$ cat src/rtl/mpwm_pkg.sv
package mpwm_pkg;

  localparam int unsigned NPH = 3;

  typedef enum logic [1:0] {
    RATE_HALF = 2'b00,
    RATE_X1   = 2'b01,
    RATE_X2   = 2'b10,
    RATE_X4   = 2'b11
  } irq_rate_e;

endpackage

$ cat src/rtl/mpwm_rst_sync.sv
module mpwm_rst_sync (
  input  logic clk,
  input  logic rst_n,
  output logic rst_sync_n
);

  logic [1:0] sync_q;

  always_ff @(posedge clk or negedge rst_n) begin
    if (!rst_n) sync_q <= 2'b00;
    else        sync_q <= {sync_q[0], 1'b1};
  end

  assign rst_sync_n = sync_q[1];

endmodule

$ cat src/rtl/mpwm_prescale.sv
module mpwm_prescale #(
  parameter int unsigned SLOW_MUL = 4
) (
  input  logic clk,
  input  logic rst_n,
  input  logic run,
  input  logic tri_mode,
  input  logic slow,
  output logic tick
);

  localparam int unsigned DIVW = $clog2(2 * SLOW_MUL);

  logic [DIVW-1:0] div_q, div_d;
  logic [DIVW:0]   base_len, step_len, last_idx;

  always_comb begin
    base_len = slow ? (DIVW+1)'(SLOW_MUL) : (DIVW+1)'(1);
    step_len = tri_mode ? (base_len << 1) : base_len;
    last_idx = step_len - (DIVW+1)'(1);
    tick     = run && (div_q == last_idx[DIVW-1:0]);
    if (!run || tick) div_d = '0;
    else              div_d = div_q + DIVW'(1);
  end

  always_ff @(posedge clk or negedge rst_n) begin
    if (!rst_n) div_q <= '0;
    else        div_q <= div_d;
  end

  // a stretched step never yields back-to-back ticks
  a_r3_tick_spacing: assert property (@(posedge clk) disable iff (!rst_n)
    (tick && (slow || tri_mode)) |=> !tick)
    else $error("tick spacing violated");

endmodule

$ cat src/rtl/mpwm_carrier.sv
module mpwm_carrier #(
  parameter int unsigned CW = 16
) (
  input  logic          clk,
  input  logic          rst_n,
  input  logic          run,
  input  logic          tri_mode,
  input  logic          tick,
  input  logic [CW-1:0] prd,
  output logic [CW-1:0] cnt,
  output logic          at_bot,
  output logic          at_top
);

  localparam logic [CW-1:0] ONE = CW'(1);

  logic [CW-1:0] cnt_q, cnt_d;
  logic          down_q, down_d;

  always_comb begin
    cnt_d  = cnt_q;
    down_d = down_q;
    if (!run) begin
      cnt_d  = ONE;
      down_d = 1'b0;
    end else if (tick) begin
      if (!tri_mode) begin
        down_d = 1'b0;
        cnt_d  = (cnt_q >= prd) ? ONE : cnt_q + ONE;
      end else if (!down_q) begin
        if (cnt_q >= prd) begin
          cnt_d  = cnt_q - ONE;
          down_d = 1'b1;
        end else begin
          cnt_d = cnt_q + ONE;
        end
      end else begin
        if (cnt_q <= ONE) begin
          cnt_d  = cnt_q + ONE;
          down_d = 1'b0;
        end else begin
          cnt_d = cnt_q - ONE;
        end
      end
    end
  end

  always_ff @(posedge clk or negedge rst_n) begin
    if (!rst_n) begin
      cnt_q  <= ONE;
      down_q <= 1'b0;
    end else begin
      cnt_q  <= cnt_d;
      down_q <= down_d;
    end
  end

  assign cnt    = cnt_q;
  assign at_bot = (cnt_q == ONE);
  assign at_top = (cnt_q == prd);

  // idle carrier parks at 1
  a_r12_idle_at_one: assert property (@(posedge clk) disable iff (!rst_n)
    !run |=> (cnt == ONE))
    else $error("carrier not parked");

  // carrier moves only on a step tick
  a_r2_hold_between_ticks: assert property (@(posedge clk) disable iff (!rst_n)
    (run && !tick) |=> $stable(cnt))
    else $error("carrier moved without tick");

  // sawtooth restarts at 1 after the period value
  a_r2_saw_wrap: assert property (@(posedge clk) disable iff (!rst_n)
    (run && tick && !tri_mode && (cnt >= prd)) |=> (cnt == ONE))
    else $error("sawtooth wrap wrong");

  // triangle moves one unit per step
  a_r3_unit_step: assert property (@(posedge clk) disable iff (!rst_n)
    (run && tick && tri_mode) |=>
      ((cnt == $past(cnt) + ONE) || (cnt == $past(cnt) - ONE)))
    else $error("triangle step size wrong");

  // carrier never reaches zero
  a_r2_nonzero: assert property (@(posedge clk) disable iff (!rst_n)
    cnt != '0)
    else $error("carrier at zero");

endmodule

$ cat src/rtl/mpwm_irq_ctl.sv
module mpwm_irq_ctl
  import mpwm_pkg::*;
(
  input  logic      clk,
  input  logic      rst_n,
  input  logic      run,
  input  logic      tick,
  input  logic      tri_mode,
  input  irq_rate_e rate,
  input  logic      top_sel,
  input  logic      at_bot,
  input  logic      at_top,
  output logic      fire,
  output logic      irq
);

  logic [1:0] dec_q, dec_d;
  logic [1:0] mask;
  logic       ev_half, ev_base, ev;
  logic       irq_q, irq_d;

  always_comb begin
    ev_half = tri_mode ? (at_bot || at_top) : at_top;
    ev_base = tri_mode ? (top_sel ? at_top : at_bot) : at_top;
    ev      = tick && ((rate == RATE_HALF) ? ev_half : ev_base);
    unique case (rate)
      RATE_X2: mask = 2'b01;
      RATE_X4: mask = 2'b11;
      default: mask = 2'b00;
    endcase
    fire  = ev && ((dec_q & mask) == mask);
    if (!run)    dec_d = 2'b00;
    else if (ev) dec_d = dec_q + 2'b01;
    else         dec_d = dec_q;
    irq_d = run && fire;
  end

  always_ff @(posedge clk or negedge rst_n) begin
    if (!rst_n) begin
      dec_q <= 2'b00;
      irq_q <= 1'b0;
    end else begin
      dec_q <= dec_d;
      irq_q <= irq_d;
    end
  end

  assign irq = irq_q;

  // interrupt is a single-clock pulse
  a_r8_irq_pulse: assert property (@(posedge clk) disable iff (!rst_n)
    irq |=> !irq)
    else $error("irq longer than one clock");

  // no interrupt after an idle clock
  a_r12_no_irq_idle: assert property (@(posedge clk) disable iff (!rst_n)
    !run |=> !irq)
    else $error("irq while idle");

  // an interrupt always follows a step tick
  a_r8_irq_after_tick: assert property (@(posedge clk) disable iff (!rst_n)
    !tick |=> !irq)
    else $error("irq without step");

endmodule

$ cat src/rtl/mpwm_shadow.sv
module mpwm_shadow
  import mpwm_pkg::*;
#(
  parameter int unsigned CW = 16
) (
  input  logic                    clk,
  input  logic                    rst_n,
  input  logic                    run,
  input  logic                    fire,
  input  logic                    we,
  input  logic [CW-1:0]           prd_in,
  input  logic [NPH-1:0][CW-1:0]  cmp_in,
  output logic [CW-1:0]           act_prd,
  output logic [NPH-1:0][CW-1:0]  act_cmp
);

  localparam logic [CW-1:0] MIN_PRD = CW'(2);

  logic [CW-1:0]          sh_prd_q, sh_prd_d;
  logic [NPH-1:0][CW-1:0] sh_cmp_q, sh_cmp_d;
  logic [CW-1:0]          act_prd_q, act_prd_d;
  logic [NPH-1:0][CW-1:0] act_cmp_q, act_cmp_d;
  logic                   load;

  always_comb begin
    load      = !run || fire;
    sh_prd_d  = we ? prd_in : sh_prd_q;
    act_prd_d = act_prd_q;
    if (load) act_prd_d = (sh_prd_q < MIN_PRD) ? MIN_PRD : sh_prd_q;
  end

  for (genvar i = 0; i < NPH; i++) begin : g_cmp
    always_comb begin
      sh_cmp_d[i]  = we ? cmp_in[i] : sh_cmp_q[i];
      act_cmp_d[i] = load ? sh_cmp_q[i] : act_cmp_q[i];
    end
  end

  always_ff @(posedge clk or negedge rst_n) begin
    if (!rst_n) begin
      sh_prd_q  <= '0;
      sh_cmp_q  <= '0;
      act_prd_q <= MIN_PRD;
      act_cmp_q <= '0;
    end else begin
      sh_prd_q  <= sh_prd_d;
      sh_cmp_q  <= sh_cmp_d;
      act_prd_q <= act_prd_d;
      act_cmp_q <= act_cmp_d;
    end
  end

  assign act_prd = act_prd_q;
  assign act_cmp = act_cmp_q;

  // active values are frozen between reload events while running
  a_r7_hold_active: assert property (@(posedge clk) disable iff (!rst_n)
    (run && !fire) |=> ($stable(act_prd) && $stable(act_cmp)))
    else $error("active registers changed outside reload");

  // active period never below 2
  a_r4_min_period: assert property (@(posedge clk) disable iff (!rst_n)
    act_prd >= MIN_PRD)
    else $error("active period below minimum");

endmodule

$ cat src/rtl/mpwm_phase.sv
module mpwm_phase #(
  parameter int unsigned CW = 16
) (
  input  logic          clk,
  input  logic          rst_n,
  input  logic          run,
  input  logic [CW-1:0] cnt,
  input  logic [CW-1:0] prd,
  input  logic [CW-1:0] cmp,
  output logic          out
);

  logic full_on;
  logic below;

  always_comb begin
    full_on = (cmp >= prd);
    below   = (cnt < cmp);
    out     = run && (full_on || below);
  end

  // zero duty never drives the phase high
  a_r5_zero_low: assert property (@(posedge clk) disable iff (!rst_n)
    (cmp == '0) |-> !out)
    else $error("zero duty produced high output");

  // stopped carrier keeps the phase low
  a_r12_idle_low: assert property (@(posedge clk) disable iff (!rst_n)
    !run |-> !out)
    else $error("phase high while idle");

endmodule

$ cat src/rtl/mpwm3_gen.sv
module mpwm3_gen
  import mpwm_pkg::*;
#(
  parameter int unsigned CW       = 16,
  parameter int unsigned SLOW_MUL = 4
) (
  input  logic          clk,
  input  logic          rst_n,
  input  logic          run,
  input  logic          tri_mode,
  input  logic [1:0]    irq_rate,
  input  logic          irq_at_top,
  input  logic          duty_indep,
  input  logic          prescale4,
  input  logic          shadow_we,
  input  logic [CW-1:0] prd_in,
  input  logic [CW-1:0] cmp_u_in,
  input  logic [CW-1:0] cmp_v_in,
  input  logic [CW-1:0] cmp_w_in,
  output logic          pwm_u,
  output logic          pwm_v,
  output logic          pwm_w,
  output logic          irq
);

  logic                   rst_sync_n;
  logic                   tick;
  logic [CW-1:0]          cnt;
  logic                   at_bot, at_top;
  logic                   fire;
  logic [CW-1:0]          act_prd;
  logic [NPH-1:0][CW-1:0] act_cmp;
  logic [NPH-1:0][CW-1:0] cmp_in;
  logic [NPH-1:0][CW-1:0] sel_cmp;
  logic [NPH-1:0]         pwm;

  assign cmp_in = {cmp_w_in, cmp_v_in, cmp_u_in};

  mpwm_rst_sync u_rst (
    .clk        (clk),
    .rst_n      (rst_n),
    .rst_sync_n (rst_sync_n)
  );

  mpwm_prescale #(.SLOW_MUL(SLOW_MUL)) u_pre (
    .clk      (clk),
    .rst_n    (rst_sync_n),
    .run      (run),
    .tri_mode (tri_mode),
    .slow     (prescale4),
    .tick     (tick)
  );

  mpwm_carrier #(.CW(CW)) u_car (
    .clk      (clk),
    .rst_n    (rst_sync_n),
    .run      (run),
    .tri_mode (tri_mode),
    .tick     (tick),
    .prd      (act_prd),
    .cnt      (cnt),
    .at_bot   (at_bot),
    .at_top   (at_top)
  );

  mpwm_irq_ctl u_irq (
    .clk      (clk),
    .rst_n    (rst_sync_n),
    .run      (run),
    .tick     (tick),
    .tri_mode (tri_mode),
    .rate     (irq_rate_e'(irq_rate)),
    .top_sel  (irq_at_top),
    .at_bot   (at_bot),
    .at_top   (at_top),
    .fire     (fire),
    .irq      (irq)
  );

  mpwm_shadow #(.CW(CW)) u_sh (
    .clk     (clk),
    .rst_n   (rst_sync_n),
    .run     (run),
    .fire    (fire),
    .we      (shadow_we),
    .prd_in  (prd_in),
    .cmp_in  (cmp_in),
    .act_prd (act_prd),
    .act_cmp (act_cmp)
  );

  for (genvar i = 0; i < NPH; i++) begin : g_ph
    assign sel_cmp[i] = duty_indep ? act_cmp[i] : act_cmp[0];
    mpwm_phase #(.CW(CW)) u_ph (
      .clk   (clk),
      .rst_n (rst_sync_n),
      .run   (run),
      .cnt   (cnt),
      .prd   (act_prd),
      .cmp   (sel_cmp[i]),
      .out   (pwm[i])
    );
  end

  assign pwm_u = pwm[0];
  assign pwm_v = pwm[1];
  assign pwm_w = pwm[2];

  // in shared mode all phases agree
  a_r6_shared_equal: assert property (@(posedge clk) disable iff (!rst_sync_n)
    !duty_indep |-> ((pwm_u == pwm_v) && (pwm_v == pwm_w)))
    else $error("shared duty mode phases differ");

endmodule

$ cat config.mk
export PLATFORM = sky130hd
export DESIGN_NAME = mpwm3_gen
export DESIGN_NICKNAME = d
export VERILOG_FILES = /design/src/rtl/mpwm_pkg.sv /design/src/rtl/mpwm_rst_sync.sv /design/src/rtl/mpwm_prescale.sv /design/src/rtl/mpwm_carrier.sv /design/src/rtl/mpwm_irq_ctl.sv /design/src/rtl/mpwm_shadow.sv /design/src/rtl/mpwm_phase.sv /design/src/rtl/mpwm3_gen.sv
export SDC_FILE = /design/constraint.sdc
export NUM_CORES = 1
export LEC_CHECK = 0
export CAP_MARGIN = 20
export CORE_AREA = 4 4 134 136
export DETAILED_ROUTE_END_ITERATION = 10
export DIE_AREA = 0 0 138 140
export GPL_TIMING_DRIVEN = 0
export PLACE_DENSITY = 0.82
export SLEW_MARGIN = 10
export SYNTH_ARGS = -nofsm -noshare
export SYNTH_HDL_FRONTEND = slang
export SYNTH_SLANG_ARGS = --single-unit
$ cat constraint.sdc
create_clock -name clk -period 11.4 [get_ports clk]
set_input_delay 1.71 -clock clk [delete_from_list [all_inputs] [get_ports clk]]
set_output_delay 1.71 -clock clk [all_outputs]
set_load 0.005 [all_outputs]
== After elaboration in Yosys (flattened, before gate mapping) ==
Index checks and enable logic that the tools add are counted.
Operators by class
  equality and inequality tests: 8
  bitwise logic cells: 1
  order comparisons: 9
  mux-type cells: 26
  reductions and logical operators: 15
  add/sub/neg operators: 5
Operator list (count)
  2-to-1 mux 16 bit: 10
  >= comparator 16 bit: 4
  less-than comparator 16 bit: 3
  adder 16 x 1 -> 16 bit, second input constant: 1
  == test 16 x 1 -> 1 bit, second input constant: 1
  == test 16 bit: 1
  less-or-equal comparator 16 x 1 -> 1 bit, second input constant: 1
  less-than comparator 16 x 2 -> 1 bit, second input constant: 1
  subtractor 16 x 1 -> 16 bit, second input constant: 1
  2-to-1 mux 1 bit: 10
  2-to-1 mux 3 bit: 3
  logical AND 1 bit: 7
  logical OR 1 bit: 6
  == test 2 bit, second input constant: 2
  2-to-1 mux 2 bit: 2
  != test 2 x 1 -> 1 bit, second input constant: 2
  case mux 2 bit (2 select lines): 1
  adder 3 x 1 -> 3 bit, second input constant: 1
  == test 3 bit: 1
  subtractor 3 x 1 -> 3 bit, second input constant: 1
  adder 2 x 1 -> 2 bit, second input constant: 1
  AND 2 bit: 1
  == test 2 bit: 1
  zero test 2 bit: 1
  zero test 1 bit: 1
Storage, ports and cells
  output and inout port bits: 4
  register bits: 153
  logic and storage cells: 78

== Logic depth before layout (Yosys ltp) ==
Gate-level depths: netlist (run 1).
  depth after elaboration: 8
  depth in mapped cells: 12
  gate-level depth less buffers: 12

== Cells and area by module ==
Synthesis (run 1) repeated with hierarchy kept, for this count alone.
Unflattened totals
  cell total of the unflattened synthesis: 921
  area, all modules: 10221.1 um^2
Modules (own cells, without submodules)
  mpwm_shadow: area an instance 4996.0 um^2, cells an instance 279, times used 1
  mpwm_phase: area an instance 774.5 um^2, cells an instance 106, times used 3
  mpwm_carrier: area an instance 1930.6 um^2, cells an instance 248, times used 1
  mpwm3_gen: area an instance 544.3 um^2, cells an instance 36, times used 1
  mpwm_irq_ctl: area an instance 193.9 um^2, cells an instance 19, times used 1
  mpwm_prescale: area an instance 178.9 um^2, cells an instance 18, times used 1
  mpwm_rst_sync: area an instance 53.8 um^2, cells an instance 3, times used 1

== Worst setup path after synthesis (run 1) ==
OpenSTA, ideal clock, no wires.
  kind: input -> output
  from: input duty_indep
  to: output pwm_v
  data required time: 9.690 ns
  cell stages on the path: 11
  slack: 5.895 ns
  path buffers: 2
  data arrival time: 3.795 ns
  path through: clkbuf_1 > clkbuf_1 > a21oi_1 > ha_1 > a21o_1 > a21o_1 > a21oi_1 > nor2_1 > a2111oi_0 > o21ai_0 > o2bb2ai_1
Between the ends
  word-level cells in the longest chain between the ends: 4
  elaborated cells between the ends (all ways): 5
  classes of those cells: order compare: 2; mux: 1; reduce/logical: 2
RTL lines
  from (decl): line mpwm3_gen.sv:13  | input logic duty_indep,
  2-to-1 mux 16 bit *: line mpwm3_gen.sv:93  | assign sel_cmp[i] = duty_indep ? act_cmp[i] : act_cmp[0];
  >= comparator 16 bit or less-than comparator 16 bit (tied branches): line mpwm_phase.sv:17, mpwm_phase.sv:18
  logical OR 1 bit *: line mpwm_phase.sv:19  | out = run && (full_on || below);
  logical AND 1 bit *: line mpwm_phase.sv:19
  to (decl): line mpwm3_gen.sv:21  | output logic pwm_v,
Mark *: on every way between the ends. The rest lies on a longest branch, timed or not.

== Final worst setup path (run 1) ==
Same ends and word-level chain as after synthesis.

==> results of run 1 <==
state kept, by name, indices dropped and copies added, names as in the netlist:
name,flops
u_sh.act_cmp,48
u_sh.sh_cmp_q,48
u_car.cnt,16
u_sh.act_prd,16
u_sh.sh_prd_q,16
u_pre.div_q,3
u_irq.dec_q,2
u_rst.sync_q,2
u_car.down_q,1
u_irq.irq,1
worst register-to-register path: stages, from the launching register on:
cell	delay (ns)
dfstp_2	0.55
clkbuf_1	0.36
inv_1	0.15
ha_1	0.23
nor2b_1	0.13
o211ai_1	0.10
a2111o_1	0.45
and4_1	0.22
clkbuf_1	0.18
a21boi_0	0.64
a21boi_0	0.40
o211ai_1	0.14
cells in the mapped netlist (all sizes together), types with 5 or more instances:
cell type | count | area share
o21ai | 23 | 0.012
nand3 | 16 | 0.0083
nand2b | 7 | 0.0045
a221oi | 11 | 0.010
mux2 | 126 | 0.16
and3 | 11 | 0.0071
xnor2 | 6 | 0.0055
nor2b | 7 | 0.0045
inv | 76 | 0.030
o211ai | 11 | 0.0086
nor4 | 6 | 0.0039
a21o | 30 | 0.023
ha | 113 | 0.15
nand2 | 31 | 0.012
clkbuf | 23 | 0.0090
nor3 | 16 | 0.011
dfrtp | 151 | 0.39
a21boi | 6 | 0.0047
or3 | 10 | 0.0070
a211oi | 7 | 0.0055
buf | 10 | 0.0077
o21a | 5 | 0.0039
nor2 | 45 | 0.018
nand4 | 25 | 0.016
a21oi | 69 | 0.036
per-layer routing:
layer / wire length (um) / part of all wire / GRT usage
met1: 10300 / 0.42 / 0.332
met2: 11800 / 0.48 / 0.425
met3: 1370 / 0.056 / 0.0427
met4: 941 / 0.039 / 0.108
met5: 0 / 0 / 0
cell families (layout without fill, tap and decap cells):
kind of cell / Yosys count / in the layout / share of synthesized area
XOR/XNOR: 7 / 7 / 0.00637
AO/OA/AOI/OAI: 198 / 198 / 0.136
AND/OR/NAND/NOR: 185 / 185 / 0.101
buffers and inverters: 109 / 218 / 0.0463
adder cells (fa/ha/maj): 113 / 113 / 0.147
other: 1 / 1 / 0.000389
flip-flops: 153 / 153 / 0.398
multiplexers: 130 / 130 / 0.166
cell type report:
cell class | instances | area, sq um | area share
Tap cell | 225 | 282 | 0.0249
Buffer | 33 | 160 | 0.0142
Timing Repair Buffer | 78 | 816 | 0.0721
Clock inverter | 12 | 144 | 0.0127
Clock buffer | 19 | 443 | 0.0391
Sequential cell | 153 | 3830 | 0.339
Inverter | 76 | 285 | 0.0252
Multi-Input combinational cell | 634 | 5350 | 0.473
metrics by stage:
step | instances | instance area [sq um]
after floorplan | 896 | 9630
after global routing | 1230 | 11300
after detailed placement | 1199 | 10700
after global placement | 1197 | 10700
final | 1230 | 11300
after CTS | 1230 | 11300
power by group through the flow:
stage / combinational, mW / sequential [mW] / clock, mW
finish: 0.443 / 0.676 / 0.572
global route: 0.494 / 0.683 / 0.599
detailed placement: 0.427 / 0.683 / 0
global placement: 0.400 / 0.688 / 0
floorplan: 0.307 / 0.660 / 0
CTS: 0.437 / 0.675 / 0.577
cell usage in the layout (no fill, tap or decap), types with 24 or more instances in the layout:
cell type,n
mux2_4,36
clkbuf_1,24
clkdlybuf4s50_1,76
a21oi_1,69
ha_1,113
dfrtp_1,150
nor2_1,45
a21o_1,30
inv_1,76
mux2_2,90
nand2_1,31
nand4_1,25
how the worst max path moves through the flow:
stage | startpoint | end | slack [ns] | cells past startpoint
floorplan | duty_indep | pwm_v | 5.90 | 11
global placement | duty_indep | pwm_v | 4.24 | 13
detailed placement | duty_indep | pwm_v | 4.25 | 13
CTS | duty_indep | pwm_v | 4.25 | 13
global route | duty_indep | pwm_v | 3.96 | 13
finish | duty_indep | pwm_v | 4.18 | 13
==> impl_results.md, run 1 <==
- Status: completed
- Initial core utilization: 0.568
- # diodes: 0
- Setup violations, final: 0
- Syn avg cell area: 10.7 sq um
- Hold Slack: just over 0.3 ns
- Reg2reg start: u_car.cnt[0]
- Post-synth EDFFs: 0
- Global-route wire length before repair: 39400 um
- Crit path kind: input port to output pin
- Comb pwr share: 0.262
- Ys Warns: 0
- Reg power frac: 0.400
- Setup TNS: 0 ns
- Die area: 19300 sq um
- IO Pins: 78
- Internal Power: 1.15 mW
- Crit. End Element: output pin
- Clk root buf: clkbuf_16
- Final worst setup slack: ~4.2 ns
- Final hold vios: 0
- Syn Nets: 1083
- Core ar.: 16900 sq um
- Fmax: 139 MHz
- Hold-fix buffers, CTS: 0
- Die width: 138 um
- Vias per cell: a little over 6
- TritonCTS clock tree: done
- Routed WL: 24400 um
- Delay-heaviest family, CP: buffers and inverters
- Overflow after GRT: 0
- Pins Over Slew Limit: 0
- Pin count of the biggest net entering global routing: 63
- Max FO, Critical Path: 10
- Fill cells: 1286
- Clock sinks: ~150
- Worst VDD drop: 110 uV
- H-tree levels: 4
- FFs w/ async S/R, synth: 1.00
- Synth unique cells: 62
- Clock slew at reported path FFs: 0.06 ns
- CTS buffer count: 17
- Measured slew at the worst slew-check pin: 0.734 ns
- Final period util: 0.633
- Initial antenna violation count: 0
- Switching part of the total: 0.318
- Layout cells sized above 1: 0.177
- Max transition margin: 0.506
- Clk_lat worst skew: 0.43 ns
- PostCTS Resize Cnt: 0
- Num rows: 48
- P_leak: 5.37 nW
- Worst path cell trace: clkdlybuf4s50_1 > clkbuf_1 > clkbuf_1 > a21oi_1 > ha_1 > a21o_1 > a21o_1 > a21oi_1 > nor2_1 > a2111oi_0 > o21ai_0 > o2bb2ai_1 > clkdlybuf4s50_1
- Post-synthesis cell count: 896
- Seq/Total Area, Yosys: 0.398
- 1st-iter DRT viols: 605
- Fin crit period: 7.22 ns
- Fin nets: 1180
- I/O Buffers: 76
- Crit path buf inv count: 4
- Die height: 140 um
- CP max stage delay: 0.56 ns
- R2r setup slk: 7.72 ns
- Crit path launch type: input port
- Worst slack, placed: 4.25 ns
- CP required: 9.69 ns
- Layout area overhead: 17.5%
- P_sw: 537 uW
- Reg2reg path depth: 11
- Synth Cell Area: 9630 sq um
- GP Congestion: ~0.95
- Crit path DAT: about 5.5 ns
- Clock Tree Buf Depth: 2
- Antenna-violating nets left: 0
- Layout Skew: 0.00783 ns
- Yosys reg bits: approximately 150
- DRC: 0
- PwrDens: 149 nW/um^2
- Max stage delay cell, worst path: clkdlybuf4s50_1
- R2r endpoint: u_car.cnt[14]
- Post-CTS setup buffers: 0
- Via count: approximately 7500
- Number of global-route vias before repair: 7584
- RSZ-0062 raised after global routing: false
- Initial DRT Pass Iterations: 5
- Routed WL per cell: about 20 um
- Worst hold path type: register to asynchronous set/reset pin
- Final core occ: 0.668
- Top_reg_cell synth: dfrtp_1
- Tot Pwr: 1.69 mW
- Clock power frac: 0.338
- GR Util All Layers: 0.255
- Post-DP HPWL: 18100 um
- Total of max-cap violations: 0
Note: power is estimated with default switching activity, not from simulation.
==> run 2, diff against run 1 <==
Settings changed: CORE_AREA 4 4 134 136 to 4 4 139 141, DIE_AREA 0 0 138 140 to 0 0 143 145, PLACE_DENSITY 0.82 to 0.8.
Clock period 11.4 ns to 6.4 ns, I/O delays scaled along.
==> run 2 against run 1 <==
Effect of this change: highest routed layer unchanged; critical path type unchanged; critical path depth unchanged; sequential power up 78%; utilization down 3.9 points; power up 75%; die area up 7.3%; sequential share of layout area about the same; global-route usage down 1.8 points; clock-buffer cell count down 1.
==> impl_results.md, run 2 (same netlist as run 1, synthesis figures left out) <==
- Status: completed
- Tot Pwr: 2.96 mW (+75%)
- Via count: 7479 (-0.53%)
- IO Pins: 78 (unchanged)
- Hold-fix buffers, CTS: 0 (unchanged)
- Clock Tree Buf Depth: 2 (unchanged)
- Routed WL: 24100 um (-1.0%)
- Max stage delay cell, worst path: clkbuf_1
- Layout cells sized above 1: 0.179 (+0.00181)
- TritonCTS clock tree: done
- CTS buffer count: 17 (unchanged)
- Final hold vios: 0 (unchanged)
- Max FO, Critical Path: 10 (unchanged)
- Die height: 145 um (+3.6%)
- Delay-heaviest family, CP: buffers and inverters
- Num rows: 49 (+2.1%)
- Initial DRT Pass Iterations: 6 (+1)
- Worst VDD drop: 196 uV (+78%)
- Final period util: 0.895
- Reg2reg start: u_car.cnt[0]
- Die area: 20700 sq um (+7.3%)
- Commonest non-fill, non-tap cells in the layout: dfrtp_1 (150), ha_1 (113), mux2_2 (90)
- Fin nets: 1180 (unchanged)
- Routed WL per cell: 19.6 um (-1.4%)
- Crit path buf inv count: 4 (unchanged)
- DRC: 0 (unchanged)
- Setup TNS: 0 ns (unchanged)
- Die width: 143 um (+3.6%)
- Crit path DAT: 4.77 ns (-0.74 ns)
- GP Congestion: 0.981 (+2.9%)
- Fill cells: 1444 (+12%)
- RSZ-0062 raised after global routing: false
- Worst path cell trace: clkdlybuf4s50_1 > clkbuf_1 > clkbuf_1 > a21oi_1 > ha_1 > a21o_1 > a21o_1 > a21oi_1 > nor2_1 > a2111oi_0 > o21ai_0 > o2bb2ai_1 > clkdlybuf4s50_1
- Global-route wire length before repair: 38900 um (-1.2%)
- Max transition margin: 0.546 (+0.0396)
- R2r endpoint: u_sh.act_cmp[23]
- Initial antenna violation count: 0 (unchanged)
- Crit path kind: input port to output pin
- 1st-iter DRT viols: 654 (+8.1%)
- Clk root buf: clkbuf_16
- Layout area overhead: 17.4% (about the same)
- CP max stage delay: 0.55 ns (about the same)
- Post-CTS setup buffers: 0 (unchanged)
- Clock sinks: 153 (unchanged)
- Initial core utilization: 0.536 (-0.0325)
- Overflow after GRT: 0 (unchanged)
- Clock slew at reported path FFs: 0.07 ns (about the same)
- Setup violations, final: 0 (unchanged)
- I/O Buffers: 76 (unchanged)
- Total of max-cap violations: 0 (unchanged)
- GR Util All Layers: 0.238 (-0.0175)
- Crit path launch type: input port
- R2r setup slk: 2.71 ns (-5.01 ns)
- Antenna-violating nets left: 0 (unchanged)
- Post-DP HPWL: 18300 um (+1.1%)
- Layout Skew: 0.0132 ns (+0.00538 ns)
- Vias per cell: 6.06 (-0.93%)
- PostCTS Resize Cnt: 0 (unchanged)
- Measured slew at the worst slew-check pin: 0.675 ns (-0.0589 ns)
- Reg2reg path depth: 11 (unchanged)
- Crit. End Element: output pin
- PwrDens: 262 nW/um^2 (+75%)
- P_leak: 5.37 nW (-0.11%)
- Fin crit period: 5.73 ns
- Clk_lat worst skew: 0.43 ns (about the same)
- Most common cell after layout, fill and taps aside: dfrtp_1
- H-tree levels: 4 (unchanged)
- Fmax: 175 MHz
- Core ar.: 18000 sq um (+6.1%)
- CP required: 5.44 ns (-4.25 ns)
- Number of global-route vias before repair: 7625 (+0.54%)
- # diodes: 0 (unchanged)
- Pin count of the biggest net entering global routing: 61 (-3.2%)
- Worst hold path type: register to asynchronous set/reset pin
- Pins Over Slew Limit: 0 (unchanged)
==> run 2: cell types whose count changed in the layout (fill, tap and decap cells not counted) <==
cell | previous run | this run
inv_8 | 2 | 4
inv_6 | 2 | 3
clkbuf_1 | 24 | 23
clkinv_8 | 0 | 1
bufinv_16 | 2 | 0
==> run 2: through the flow <==
stage / cells / hold slack [ns] / util / worst slack, ns / instance area (sq um)
detailed placement: 1203 / 0.352 / 0.598 / 0.756 / 10700
floorplan: 896 / 0.331 / - / 1.82 / 9630
global route: 1235 / 0.384 / 0.629 / 0.360 / 11300
CTS: 1235 / 0.371 / 0.629 / 0.674 / 11300
finish: 1235 / 0.356 / 0.629 / 0.672 / 11300
global placement: 1201 / 0.335 / 0.594 / 0.102 / 10700
==> run 2: area by class of cell <==
class | instances | area [sq um] | share of cell area
Sequential cell | 153 | 3830 | 0.339
Tap cell | 229 | 287 | 0.0253
Inverter | 76 | 285 | 0.0252
Clock inverter | 14 | 131 | 0.0116
Timing Repair Buffer | 78 | 816 | 0.0722
Multi-Input combinational cell | 634 | 5350 | 0.473
Buffer | 33 | 160 | 0.0142
Clock buffer | 18 | 439 | 0.0388
==> run 2: where the power goes <==
part           switching, mW  internal, mW
clock                  0.449         0.523
sequential             0.120          1.08
combinational          0.403         0.381
total                  0.971          1.99
==> run 2: how the worst max path moves through the flow <==
| stage | from | end | slack, ns | cells after the start |
|---|---|---|---|---|
| CTS | duty_indep | pwm_v | 0.67 | 13 |
| global placement | u_rst.sync_q[1] | u_sh.act_cmp[5] | 0.10 | 0 |
| floorplan | u_rst.sync_q[1] | u_car.cnt[10] | 1.82 | 0 |
| finish | duty_indep | pwm_v | 0.67 | 13 |
| global route | duty_indep | pwm_v | 0.36 | 13 |
| detailed placement | duty_indep | pwm_v | 0.76 | 13 |
==> run 2: routing by layer <==
| layer | part of all wire | vias to the layer above | GRT usage |
|---|---|---|---|
| met5 | 0 | - | 0 |
| met4 | 0.044 | 0 | 0.109 |
| met3 | 0.063 | 76 | 0.0494 |
| met2 | 0.47 | 268 | 0.387 |
| met1 | 0.42 | 3633 | 0.304 |
| li1 | - | 3502 | - |
==> run 3, diff against run 2 <==
Settings changed: PLACE_DENSITY 0.8 to unset, PLACE_DENSITY_LB_ADDON set to 0.12, SLEW_MARGIN 10 to unset.
==> run 3 against run 2 <==
Effect of this change: sequential share of layout area down 0.17 points; die area unchanged; fmax up 1.2%; largest cell class unchanged.
==> impl_results.md, run 3 (same netlist as run 1, synthesis figures left out) <==
- Status: completed
- Global-route wire length before repair: 39400 um (+1.2%)
- Fin crit period: 5.66 ns (-0.0652 ns)
- Clock sinks: 153 (unchanged)
- Area occupied by multi-input gates: 5350 sq um (unchanged)
- Setup TNS: 0 ns (unchanged)
- Layout Skew: 0.0103 ns (-0.00289 ns)
- CP required: 5.44 ns (about the same)
- H-tree levels: 4 (unchanged)
- Crit. End Element: output pin
- Worst VDD drop: 278 uV (+42%)
- Worst hold path type: register to asynchronous set/reset pin
- Die height: 145 um (unchanged)
- Crit path DAT: 4.70 ns (-0.07 ns)
- Number of global-route vias before repair: 7285 (-4.5%)
- GR Util All Layers: 0.242 (+0.00446)
- I/O Buffers: 76 (unchanged)
- RSZ-0062 raised after global routing: false
- Clk root buf: clkbuf_16
- Routed WL per cell: 19.7 um (+0.84%)
- Max transition margin: 0.538 (-0.00737)
- Clk_lat worst skew: 0.43 ns (about the same)
- PwrDens: 268 nW/um^2 (+2.5%)
- Final core occ: 0.632 (+0.00313)
- Total of max-cap violations: 0 (unchanged)
- Final hold vios: 0 (unchanged)
- P_leak: 5.40 nW (+0.52%)
- GP Congestion: 0.969 (-1.2%)
- Via count: 7279 (-2.7%)
- Setup violations, final: 0 (unchanged)
- Initial core utilization: 0.536 (unchanged)
- PostCTS Resize Cnt: 0 (unchanged)
- Fmax: 177 MHz (+1.2%)
- CTS buffer count: 17 (unchanged)
- Most common cell after layout, fill and taps aside: dfrtp_1
- Sequential cell area: 3830 sq um (unchanged)
- Routed WL: 24400 um (+0.84%)
- Clock Tree Buf Depth: 2 (unchanged)
- TritonCTS clock tree: done
- DRC: 0 (unchanged)
- Fin nets: 1180 (unchanged)
- Clock slew at reported path FFs: 0.07 ns (about the same)
- Crit path launch type: input port
- Fill cells: 1498 (+3.7%)
- Layout area overhead: 18.0%
- Initial antenna violation count: 0 (unchanged)
- 1st-iter DRT viols: 422 (-35%)
- Max FO, Critical Path: 10 (unchanged)
- Pin count of the biggest net entering global routing: 64 (+4.9%)
- Pins Over Slew Limit: 0 (unchanged)
- Worst path cell trace: clkdlybuf4s50_1 > clkbuf_1 > clkbuf_1 > a21oi_1 > ha_1 > a21o_1 > a21o_1 > a21oi_1 > nor2_1 > a2111oi_0 > o21ai_0 > o2bb2ai_1 > clkdlybuf4s50_1
- Post-DP HPWL: 18400 um (+0.75%)
- Worst slack, placed: 0.815 ns (+0.0591 ns)
- Crit path kind: input port to output pin
- Layout cells sized above 1: 0.179 (unchanged)
- Die area: 20700 sq um (unchanged)
- CP max stage delay: 0.55 ns (about the same)
- Vias per cell: 5.89 (-2.7%)
- Core ar.: 18000 sq um (unchanged)
- Die width: 143 um (unchanged)
- IO Pins: 78 (unchanged)
- Hold-fix buffers, CTS: 0 (unchanged)
- Num rows: 49 (unchanged)
- # diodes: 0 (unchanged)
- Final worst setup slack: 0.737 ns (+0.0652 ns)
- Commonest non-fill, non-tap cells in the layout: dfrtp_1 (150), ha_1 (113), mux2_2 (90)
- Post-CTS setup buffers: 0 (unchanged)
- Overflow after GRT: 0 (unchanged)
- Max stage delay cell, worst path: clkdlybuf4s50_1
- Final period util: 0.885 (-0.0102)
- Initial DRT Pass Iterations: 6 (unchanged)
- Measured slew at the worst slew-check pin: 0.686 ns (+0.0110 ns)
- Antenna-violating nets left: 0 (unchanged)
==> run 3: worst paths after layout <==
path                                 start                 to  slack [ns]  cells past startpoint
min                        u_rst.sync_q[1]  u_sh.sh_cmp_q[47]        0.30                      0
min in group clk           u_rst.sync_q[0]    u_rst.sync_q[1]        0.36                      0
max                             duty_indep              pwm_v        0.74                     13
max reg2reg                   u_car.cnt[0]       u_car.cnt[8]        2.67                     12
max in group asynchronous  u_rst.sync_q[1]    u_sh.act_prd[1]        5.38                      1
min reg2reg                u_rst.sync_q[1]  u_sh.sh_cmp_q[47]        0.30                      0
==> run 3: report_power, final <==
group	switching (mW)	internal, mW	total [mW]
Combinational	0.400	0.380	0.779
Sequential	0.118	1.08	1.20
Clock	0.465	0.603	1.07
==> run 3: metrics by stage <==
step | hold slack [ns] | instances | total power [mW] | instance area [sq um]
after floorplan | 0.331 | 896 | 1.72 | 9630
after CTS | 0.322 | 1235 | 3.06 | 11400
after detailed placement | 0.314 | 1203 | 1.98 | 10700
final | 0.300 | 1235 | 3.05 | 11400
after global routing | 0.349 | 1235 | 3.22 | 11400
after global placement | 0.335 | 1201 | 1.96 | 10700
==> run 3: cell type report <==
class	instances	area share
clock buffer	18	0.0387
buffer	33	0.0141
multi-input combinational	634	0.471
tap	229	0.0252
timing repair buffer	78	0.0718
inverter	76	0.0251
sequential	153	0.338
clock inverter	14	0.0165
==> run 3: critical path, delay by kind of cell <==
kind                     cells  cell delay [ns]
AND/OR/NAND/NOR              1             0.06
AO/OA/AOI/OAI                7             1.42
adder cells (fa/ha/maj)      1             0.33
buffers and inverters        4             1.93
==> run 3: routing by layer <==
layer	up-vias	GRT usage	part of all wire
met5	-	0	0
met4	0	0.0756	0.026
met3	44	0.0484	0.060
met2	243	0.366	0.45
met1	3510	0.351	0.46
li1	3482	-	-
